--- src/rtl/crc8_pkg.sv ---
package crc8_pkg;

   typedef enum logic {
      DIR_TX = 1'b0,
      DIR_RX = 1'b1
   } frame_dir_e;

   typedef struct packed {
      logic       vld;
      logic       sof;
      logic       eof;
      frame_dir_e dir;
   } beat_ctl_t;

   // Bit-reverse a vector of up to 32 bits, lower w bits used.
   function automatic logic [31:0] bit_reverse(input logic [31:0] v, input int w);
      logic [31:0] r;
      r = '0;
      for (int k = 0; k < w; k++) begin
         r[w-1-k] = v[k];
      end
      return r;
   endfunction

endpackage

--- src/rtl/crc_bitstep.sv ---
module crc_bitstep #(
   parameter int                CRC_W     = 8,
   parameter int                DATA_W    = 8,
   parameter logic [CRC_W-1:0]  POLY      = 'h07,
   parameter bit                MSB_FIRST = 1'b1
) (
   input  logic [CRC_W-1:0]  crc_in,
   input  logic [DATA_W-1:0] data_in,
   output logic [CRC_W-1:0]  crc_out
);
   import crc8_pkg::*;

   localparam logic [31:0]      POLY_WIDE = 32'(POLY);
   localparam logic [31:0]      POLY_REV_WIDE = bit_reverse(POLY_WIDE, CRC_W);
   localparam logic [CRC_W-1:0] POLY_REV = POLY_REV_WIDE[CRC_W-1:0];
   localparam int               STEPS = DATA_W;

   if (CRC_W < 2 || CRC_W > 32) begin : g_bad_width
      $error("crc_bitstep: CRC_W must lie in 2..32");
   end
   if (DATA_W < 1) begin : g_bad_data
      $error("crc_bitstep: DATA_W must be positive");
   end

   logic [CRC_W-1:0] chain [STEPS+1];

   assign chain[0] = crc_in;

   for (genvar i = 0; i < STEPS; i++) begin : g_bit
      logic din;
      logic fb;
      if (MSB_FIRST) begin : g_msb
         assign din = data_in[DATA_W-1-i];
         assign fb  = chain[i][CRC_W-1] ^ din;
         assign chain[i+1] = {chain[i][CRC_W-2:0], 1'b0} ^ (fb ? POLY : '0);
      end else begin : g_lsb
         assign din = data_in[i];
         assign fb  = chain[i][0] ^ din;
         assign chain[i+1] = {1'b0, chain[i][CRC_W-1:1]} ^ (fb ? POLY_REV : '0);
      end
   end

   assign crc_out = chain[STEPS];

endmodule

--- src/rtl/crc_frame_acc.sv ---
module crc_frame_acc #(
   parameter int                CRC_W     = 8,
   parameter logic [CRC_W-1:0]  POLY      = 'h07,
   parameter logic [CRC_W-1:0]  INIT      = '0,
   parameter bit                MSB_FIRST = 1'b1
) (
   input  logic                   clk,
   input  logic                   rst_n,
   input  crc8_pkg::beat_ctl_t    ctl,
   input  logic [CRC_W-1:0]       data,
   output logic [CRC_W-1:0]       crc_prior,
   output logic [CRC_W-1:0]       crc_q,
   output logic                   tx_ready
);
   import crc8_pkg::*;

   logic [CRC_W-1:0] crc_next;

   // Seed selection: a start-of-frame byte ignores what the register holds.
   assign crc_prior = ctl.sof ? INIT : crc_q;

   crc_bitstep #(
      .CRC_W     (CRC_W),
      .DATA_W    (CRC_W),
      .POLY      (POLY),
      .MSB_FIRST (MSB_FIRST)
   ) i_step (
      .crc_in  (crc_prior),
      .data_in (data),
      .crc_out (crc_next)
   );

   always_ff @(posedge clk or negedge rst_n) begin
      if (!rst_n) begin
         crc_q <= INIT;
      end else if (ctl.vld) begin
         crc_q <= crc_next;
      end
   end

   always_ff @(posedge clk or negedge rst_n) begin
      if (!rst_n) begin
         tx_ready <= 1'b0;
      end else begin
         tx_ready <= ctl.vld && ctl.eof && (ctl.dir == DIR_TX);
      end
   end

   // no byte, no change
   p_hold_idle_r3: assert property (@(posedge clk) disable iff (!rst_n)
      !ctl.vld |=> $stable(crc_q));

   // transmit end-of-frame yields the append pulse
   p_ready_tx_r4: assert property (@(posedge clk) disable iff (!rst_n)
      (ctl.vld && ctl.eof && ctl.dir == DIR_TX) |=> tx_ready);

   // pulse only follows a transmit end-of-frame
   p_ready_cause_r4: assert property (@(posedge clk) disable iff (!rst_n)
      tx_ready |-> $past(ctl.vld && ctl.eof && ctl.dir == DIR_TX));

endmodule

--- src/rtl/crc_rx_judge.sv ---
module crc_rx_judge #(
   parameter int  CRC_W    = 8,
   parameter bit  EN_RESET = 1'b1
) (
   input  logic                   clk,
   input  logic                   rst_n,
   input  crc8_pkg::beat_ctl_t    ctl,
   input  logic [CRC_W-1:0]       data,
   input  logic [CRC_W-1:0]       crc_prior,
   input  logic                   en_wr,
   input  logic                   en_dat,
   input  logic                   err_clr,
   output logic                   chk_en,
   output logic                   rx_err
);
   import crc8_pkg::*;

   logic rx_last;
   logic mismatch;
   logic err_set;

   assign rx_last  = ctl.vld && ctl.eof && (ctl.dir == DIR_RX);
   assign mismatch = (data != crc_prior);
   assign err_set  = rx_last && chk_en && mismatch;

   always_ff @(posedge clk or negedge rst_n) begin
      if (!rst_n) begin
         chk_en <= EN_RESET;
      end else if (en_wr) begin
         chk_en <= en_dat;
      end
   end

   always_ff @(posedge clk or negedge rst_n) begin
      if (!rst_n) begin
         rx_err <= 1'b0;
      end else if (err_set) begin
         rx_err <= 1'b1;
      end else if (err_clr) begin
         rx_err <= 1'b0;
      end
   end

   // a write lands on the next cycle
   p_en_wr_r6: assert property (@(posedge clk) disable iff (!rst_n)
      en_wr |=> (chk_en == $past(en_dat)));

   // no write, no change
   p_en_hold_r6: assert property (@(posedge clk) disable iff (!rst_n)
      !en_wr |=> $stable(chk_en));

   // a new error only follows an enabled receive end-of-frame
   p_err_cause_r7: assert property (@(posedge clk) disable iff (!rst_n)
      $rose(rx_err) |-> $past(ctl.vld && ctl.eof && ctl.dir == DIR_RX && chk_en));

   // sticky without a clear
   p_sticky_r9: assert property (@(posedge clk) disable iff (!rst_n)
      (rx_err && !err_clr) |=> rx_err);

   // clear works when no new enabled receive check competes
   p_clear_r9: assert property (@(posedge clk) disable iff (!rst_n)
      (err_clr && !(ctl.vld && ctl.eof && ctl.dir == DIR_RX && chk_en)) |=> !rx_err);

endmodule

--- src/rtl/crc8_link_guard.sv ---
module crc8_link_guard #(
   parameter int                CRC_W     = 8,
   parameter logic [CRC_W-1:0]  POLY      = 'h07,
   parameter logic [CRC_W-1:0]  INIT      = '0,
   parameter bit                MSB_FIRST = 1'b1,
   parameter bit                EN_RESET  = 1'b1
) (
   input  logic              clk,
   input  logic              rst_n,
   input  logic              byte_vld,
   input  logic              byte_sof,
   input  logic              byte_eof,
   input  logic              byte_dir,
   input  logic [CRC_W-1:0]  byte_dat,
   input  logic              chk_en_wr,
   input  logic              chk_en_dat,
   input  logic              err_clr,
   output logic [CRC_W-1:0]  crc_value,
   output logic              crc_ready,
   output logic              chk_en,
   output logic              rx_err
);
   import crc8_pkg::*;

   // The received CRC byte is one data beat, so beat width equals CRC width.
   localparam int DATA_W = CRC_W;

   if (POLY[0] != 1'b1) begin : g_bad_poly
      $error("crc8_link_guard: generator needs its constant term for a zero residue");
   end

   beat_ctl_t        ctl;
   logic [CRC_W-1:0] crc_prior;
   logic [DATA_W-1:0] dat;

   assign ctl.vld = byte_vld;
   assign ctl.sof = byte_sof;
   assign ctl.eof = byte_eof;
   assign ctl.dir = frame_dir_e'(byte_dir);
   assign dat     = byte_dat;

   crc_frame_acc #(
      .CRC_W     (CRC_W),
      .POLY      (POLY),
      .INIT      (INIT),
      .MSB_FIRST (MSB_FIRST)
   ) i_acc (
      .clk       (clk),
      .rst_n     (rst_n),
      .ctl       (ctl),
      .data      (dat),
      .crc_prior (crc_prior),
      .crc_q     (crc_value),
      .tx_ready  (crc_ready)
   );

   crc_rx_judge #(
      .CRC_W    (CRC_W),
      .EN_RESET (EN_RESET)
   ) i_judge (
      .clk       (clk),
      .rst_n     (rst_n),
      .ctl       (ctl),
      .data      (dat),
      .crc_prior (crc_prior),
      .en_wr     (chk_en_wr),
      .en_dat    (chk_en_dat),
      .err_clr   (err_clr),
      .chk_en    (chk_en),
      .rx_err    (rx_err)
   );

   // the accumulator residue and the judge's verdict agree
   p_residue_r10: assert property (@(posedge clk) disable iff (!rst_n)
      (byte_vld && byte_eof && byte_dir && chk_en && !rx_err)
      |=> (rx_err == (crc_value != '0)));

   // transmit completion does not depend on the enable bit
   p_tx_no_en_r5: assert property (@(posedge clk) disable iff (!rst_n)
      (byte_vld && byte_eof && !byte_dir && !chk_en) |=> crc_ready);

endmodule

--- config.mk ---
export PLATFORM = sky130hd
export DESIGN_NAME = crc8_link_guard
export DESIGN_NICKNAME = d
export VERILOG_FILES = /design/src/rtl/crc8_pkg.sv /design/src/rtl/crc_bitstep.sv /design/src/rtl/crc_frame_acc.sv /design/src/rtl/crc_rx_judge.sv /design/src/rtl/crc8_link_guard.sv
export SDC_FILE = /design/constraint.sdc
export NUM_CORES = 1
export LEC_CHECK = 0
export CAP_MARGIN = 15
export CORE_MARGIN = 1.5
export CORE_UTILIZATION = 38
export DETAILED_ROUTE_END_ITERATION = 8
export PLACE_DENSITY = 0.71
export SYNTH_ARGS = -nofsm -noshare
export SYNTH_HDL_FRONTEND = slang
export SYNTH_SLANG_ARGS = --single-unit
export TNS_END_PERCENT = 1
--- constraint.sdc ---
create_clock -name clk -period 2.1 [get_ports clk]
set_input_delay 0.63 -clock clk [delete_from_list [all_inputs] [get_ports clk]]
set_output_delay 0.63 -clock clk [all_outputs]
set_load 0.05 [all_outputs]
### Word level (Yosys, flattened, before mapping)

Index checks and enable logic that the tools add are counted.

| word-level totals | value |
|---|---|
| flip-flop bits (word level) | 11 |
| bits of input ports | 17 |
| output and inout port bits | 11 |
| logic and storage cells | 39 |

| cells by class | value |
|---|---|
| equality and inequality tests | 1 |
| mux-type cells | 11 |
| bitwise logic cells | 17 |
| reduce and logical (&&, ||, !) cells | 6 |

Operators with widths:

| cell | number |
|---|---|
| $xor 8x3->8 | 8 |
| $mux 3 | 8 |
| $mux 8 | 1 |
| $ne 8x8->1 | 1 |
| $xor 1x1->1 | 8 |
| $logic_and 1x1->1 | 5 |
| $mux 1 | 2 |
| $reduce_bool 2->1 | 1 |
| $not 1->1 | 1 |

### Logic depth before layout (Yosys ltp)

| logic depth | value |
|---|---|
| depth after elaboration | 25 |
| gate-level depth with buffers | 6 |

### Modules after synthesis

From an unflattened synthesis, not the netlist that was laid out.

| unflattened totals | value |
|---|---|
| cell total of the unflattened synthesis | 66 |
| area total of the unflattened synthesis | 773.2 um^2 |

By module, submodules not included:

| module | times used | cells each | area each (um^2) | seq. area each (um^2) |
|---|---|---|---|---|
| crc_frame_acc | 1 | 27 | 416.6 | 225.2 |
| crc_bitstep | 1 | 22 | 191.4 | 0.0 |
| crc_rx_judge | 1 | 17 | 165.2 | 51.3 |

### Least setup slack after synthesis

Ideal clock, no wire load.

| timing | value |
|---|---|
| path kind | register -> register |
| start | register i_acc.crc_q[6] |
| end | register i_acc.crc_q[2] |
| setup time | 0.125 ns |
| arrival | 1.903 ns |
| data required time | 1.975 ns |
| slack | 0.072 ns |
| stages on the path, launching flop included | 6 |
| path buffers | 0 |
| path through | dfrtp_1 -> nor2b_4 -> xnor2_2 -> xnor3_1 -> xnor3_1 -> mux2_2 |

| on the way | value |
|---|---|
| longest elaborated chain between the ends | 13 |

RTL lines:

| item | RTL line | RTL |
|---|---|---|
| start: declaration | crc_frame_acc.sv:12 | `output logic [CRC_W-1:0] crc_q,` |
| start signal: assignment | crc_frame_acc.sv:37 | `crc_q <= crc_next;` |
| $mux 8 | crc_frame_acc.sv:20 | `assign crc_prior = ctl.sof ? INIT : crc_q;` |
| $xor 8x3->8 | crc_bitstep.sv:35 | `assign chain[i+1] = {chain[i][CRC_W-2:0], 1'b0} ^ (fb ? POLY : '0);` |
| $xor 1x1->1 | crc_bitstep.sv:34 | `assign fb = chain[i][CRC_W-1] ^ din;` |
| $mux 3 | crc_bitstep.sv:35 |  |
| $xor 8x3->8 (6 in a row) | crc_bitstep.sv:35 |  |
| $xor 1x1->1 | crc_bitstep.sv:34 |  |
| $mux 3 | crc_bitstep.sv:35 |  |
| $xor 8x3->8 | crc_bitstep.sv:35 |  |

Every way passes these cells.
A chain may end at the register's enable or synchronous reset.

### Worst setup path in the final report

| timing | value |
|---|---|
| start | input byte_dat[7] |
| end | register i_acc.crc_q[2] |

| on the way | value |
|---|---|
| longest elaborated chain between the ends | 12 |

RTL lines:

| item | RTL line | RTL |
|---|---|---|
| start: declaration | crc8_link_guard.sv:14 | `input logic [CRC_W-1:0] byte_dat,` |
| $xor 1x1->1 (*) | crc_bitstep.sv:34 |  |
| $mux 3 (*) | crc_bitstep.sv:35 |  |
| $xor 8x3->8 (*) (6 in a row) | crc_bitstep.sv:35 |  |
| $xor 1x1->1 or $xor 8x3->8 (tied branches) | crc_bitstep.sv:34, crc_bitstep.sv:35 |  |
| $mux 3 or $xor 1x1->1 (tied branches) | crc_bitstep.sv:35, crc_bitstep.sv:34 |  |
| $xor 8x3->8 (*) (2 in a row) | crc_bitstep.sv:35 |  |

Every way passes the cells marked *; elsewhere a longest branch is shown, timed or not.

==> metrics.cfg <==
[global_routing]
grt_pass1_vias=597
grtUsageTotal_pct=18.6
grt_overflow=0
antenna_found_initial=0
grt_max_degree=14
grt_pass1_wl_um=2660

[synthesis]
synth_top_family_by_area=XOR/XNOR gates
yosysMostFrequentCell=xnor2_1
yosysTopAreaCell=dfrtp_1
synth-simple-area-share_pct=14.2
ys_ff_latch=11
synth_top_area_share_pct=33.0
synthXorXnorAreaFrac_pct=32.2
syn_inst=68
synth_commonest_cells=xnor2_1 (18), dfrtp_1 (10), nor2_1 (7), and2b_1 (5), mux2_2 (5)
syn_area_um2=758
yosysSeqAreaShare_pct=36.5
synth.area.top_cells=dfrtp_1 (33%), xnor2_1 (21%), mux2_2 (7.4%), xnor3_1 (5.9%), and2b_1 (5.0%)
syn_nets=88
synth_ff_type=dfrtp_1
syn_area_per_cell_um2=11.2
synthMuxAreaShare_pct=7.43
yosys.area_share.adder_pct=4.95
ys_async_sr_fraction_pct=100
synth_compound_area_share_pct=3.80
ys_warn_count=0
synth_edf_count=0
synth.distinct_cells=19

[clock_network]
clock_latency_ns=0.28
cts_buffers=3
cts_sinks=11
ctsHoldBuffers=0
cts_root_buf=clkbuf_4
cts_tree=built
clk_pin_slew_ns=0.07
htree_levels=1
clockBufferDepth=2

[worst_setup_path]
r2r-start=i_acc.crc_q[6]
cpMostUsedCell=xnor2_1
end_kind=register
cp-endpoint=i_acc.crc_q[2]
startpoint_type=input pin
r2r_slack_ns=0.39
slowest_stage=clkdlybuf4s50_1
r2r-end=i_acc.crc_q[2]
worstPathCellList=clkdlybuf4s50_1 > xnor2_1 > xnor2_1 > xnor3_1 > mux2_2
crit_type=in2reg
critical_path_depth=5
worstPathRequired_ns=2.27
r2r_cells=5
critPathArrivalTime_ns=2.19
cp_top_family=XOR/XNOR gates
crit_start=byte_dat[7]
path_max_fanout=3
slowest_delay_ns=0.49
path_buf_inv=1

[sta]
holdWs_ns=0.541
worst_pin_slew_ns=0.553
skew_ns=0.00178
timing.final.crit_period_ns=2.02
fin_crit_sh_pct=96.2
hold_viol_final=0
setup_viol=0
rsz0062_at_grt=false
max_slew_margin_pct=63.0
maxSlewViolCount=0
clock.fmax_ghz=0.495

[die]
start_util_pct=42.1
die_h_um=47.7
core_um2=1800
rows=15
dieArea_um2=2270
die_w_um=47.7
io_pins=28

[drt]
drc=0
postRouteAntennaNets=0
wirelength_um=1740
vias_per_cell=4.67
wl_per_cell_um=13.0
drtPass1Iterations=2
vias=626
first_iter_violations=3

[cells_and_area]
post-route-util_pct=63.2
nets=130
syn_to_final_growth_pct=50.2
drive_gt1_share_pct=30.3
seqCellArea_um2=277
multi_input_comb_area_um2=474
antennaDiodeCount=0
design_area_um2=1140
n_fill_cell=165

[power]
power_w=0.00171
power.density_nw_per_um2=1500
ir_drop_uv=1100
static-leakage-power_nw=0.504

[job]
drv_cap=0

[place]
gp_congestion=0.770
dp_hpwl_um=1420
place_area_um2=1110
portBuffers=27

[worst_hold_path]
hp-start=i_judge.rx_err
worstHoldPathType=reg2reg

[run_status]
status=finished, final reports clean

## stage by stage
stage,cells,setup slack (ns),setup TNS [ns]
finish,134,0.0807,0
global route,134,0.0103,0
CTS,134,0.0264,0
detailed placement,130,-0.442,-3.13
global placement,130,-0.368,-2.58
floorplan,68,0.0724,0
## registers in the layout, summed over array words and instances (netlist names)
| signal | cells |
|---|---|
| i_judge.rx_err | 1 |
| i_acc.crc_q | 8 |
| i_acc.tx_ready | 1 |
| i_judge.chk_en | 1 |
## power by group
group	total, W	internal [W]	switching [W]
Sequential	0.000380	0.000300	0.0000798
Combinational	0.00118	0.000581	0.000597
Clock	0.000154	0.0000738	0.0000799
## per-layer routing
layer	track usage (%)	up-vias	part of all wire (%)
met5	0	-	0
met4	13.0	0	3.0
met3	4.53	5	3.3
met2	30.0	17	50
met1	21.6	298	43
li1	-	306	-
## worst min path at each step
stage,to,cells after the start
after global placement,i_acc.crc_q[5],1
after floorplan,i_acc.crc_q[0],0
after detailed placement,i_judge.rx_err,2
after global routing,i_judge.rx_err,2
after CTS,i_judge.rx_err,2
final,i_judge.rx_err,2
## cell usage in the layout (no fill, tap or decap), drive strengths merged, types with 2 or more instances in the layout
cell and count:
ha 3, nand2b 2, a21oi 4, mux2 5, clkbuf 4, clkdlybuf4s50 16
xnor2 20, dfrtp 10, nor2 7, nand2 2, and2b 5, xnor3 2
buf 21
## repair_timing
item | CTS | global route
endpoints found under the setup margin | 6 | 1
pin swaps | 0 | 1
setup buffers | 0 | 0
gates resized for setup | 1 | 0
## cell type report
cell class,instances,share of cell area [%]
Multi-Input combinational cell,55,41.6
Timing Repair Buffer,38,28.7
Sequential cell,11,24.3
Tap cell,25,2.75
Clock buffer,4,2.31
Inverter,1,0.330
## kinds of logic (layout without fill, tap and decap cells)
logic type	count (synthesis)	in the layout
DFF	11	11
buffers and inverters	2	43
muxes	5	5
xor gates and xnor gates	23	23
AOI/OAI and AO/OA	5	5
and+or+nand+nor	19	19
adders and majority gates	3	3
## worst min-delay path, cell delays in order (launching register included)
cell and delay, ns:
dfrtp_1 0.38, inv_1 0.05, o32ai_1 0.07
(Power assumes the default switching activity.)
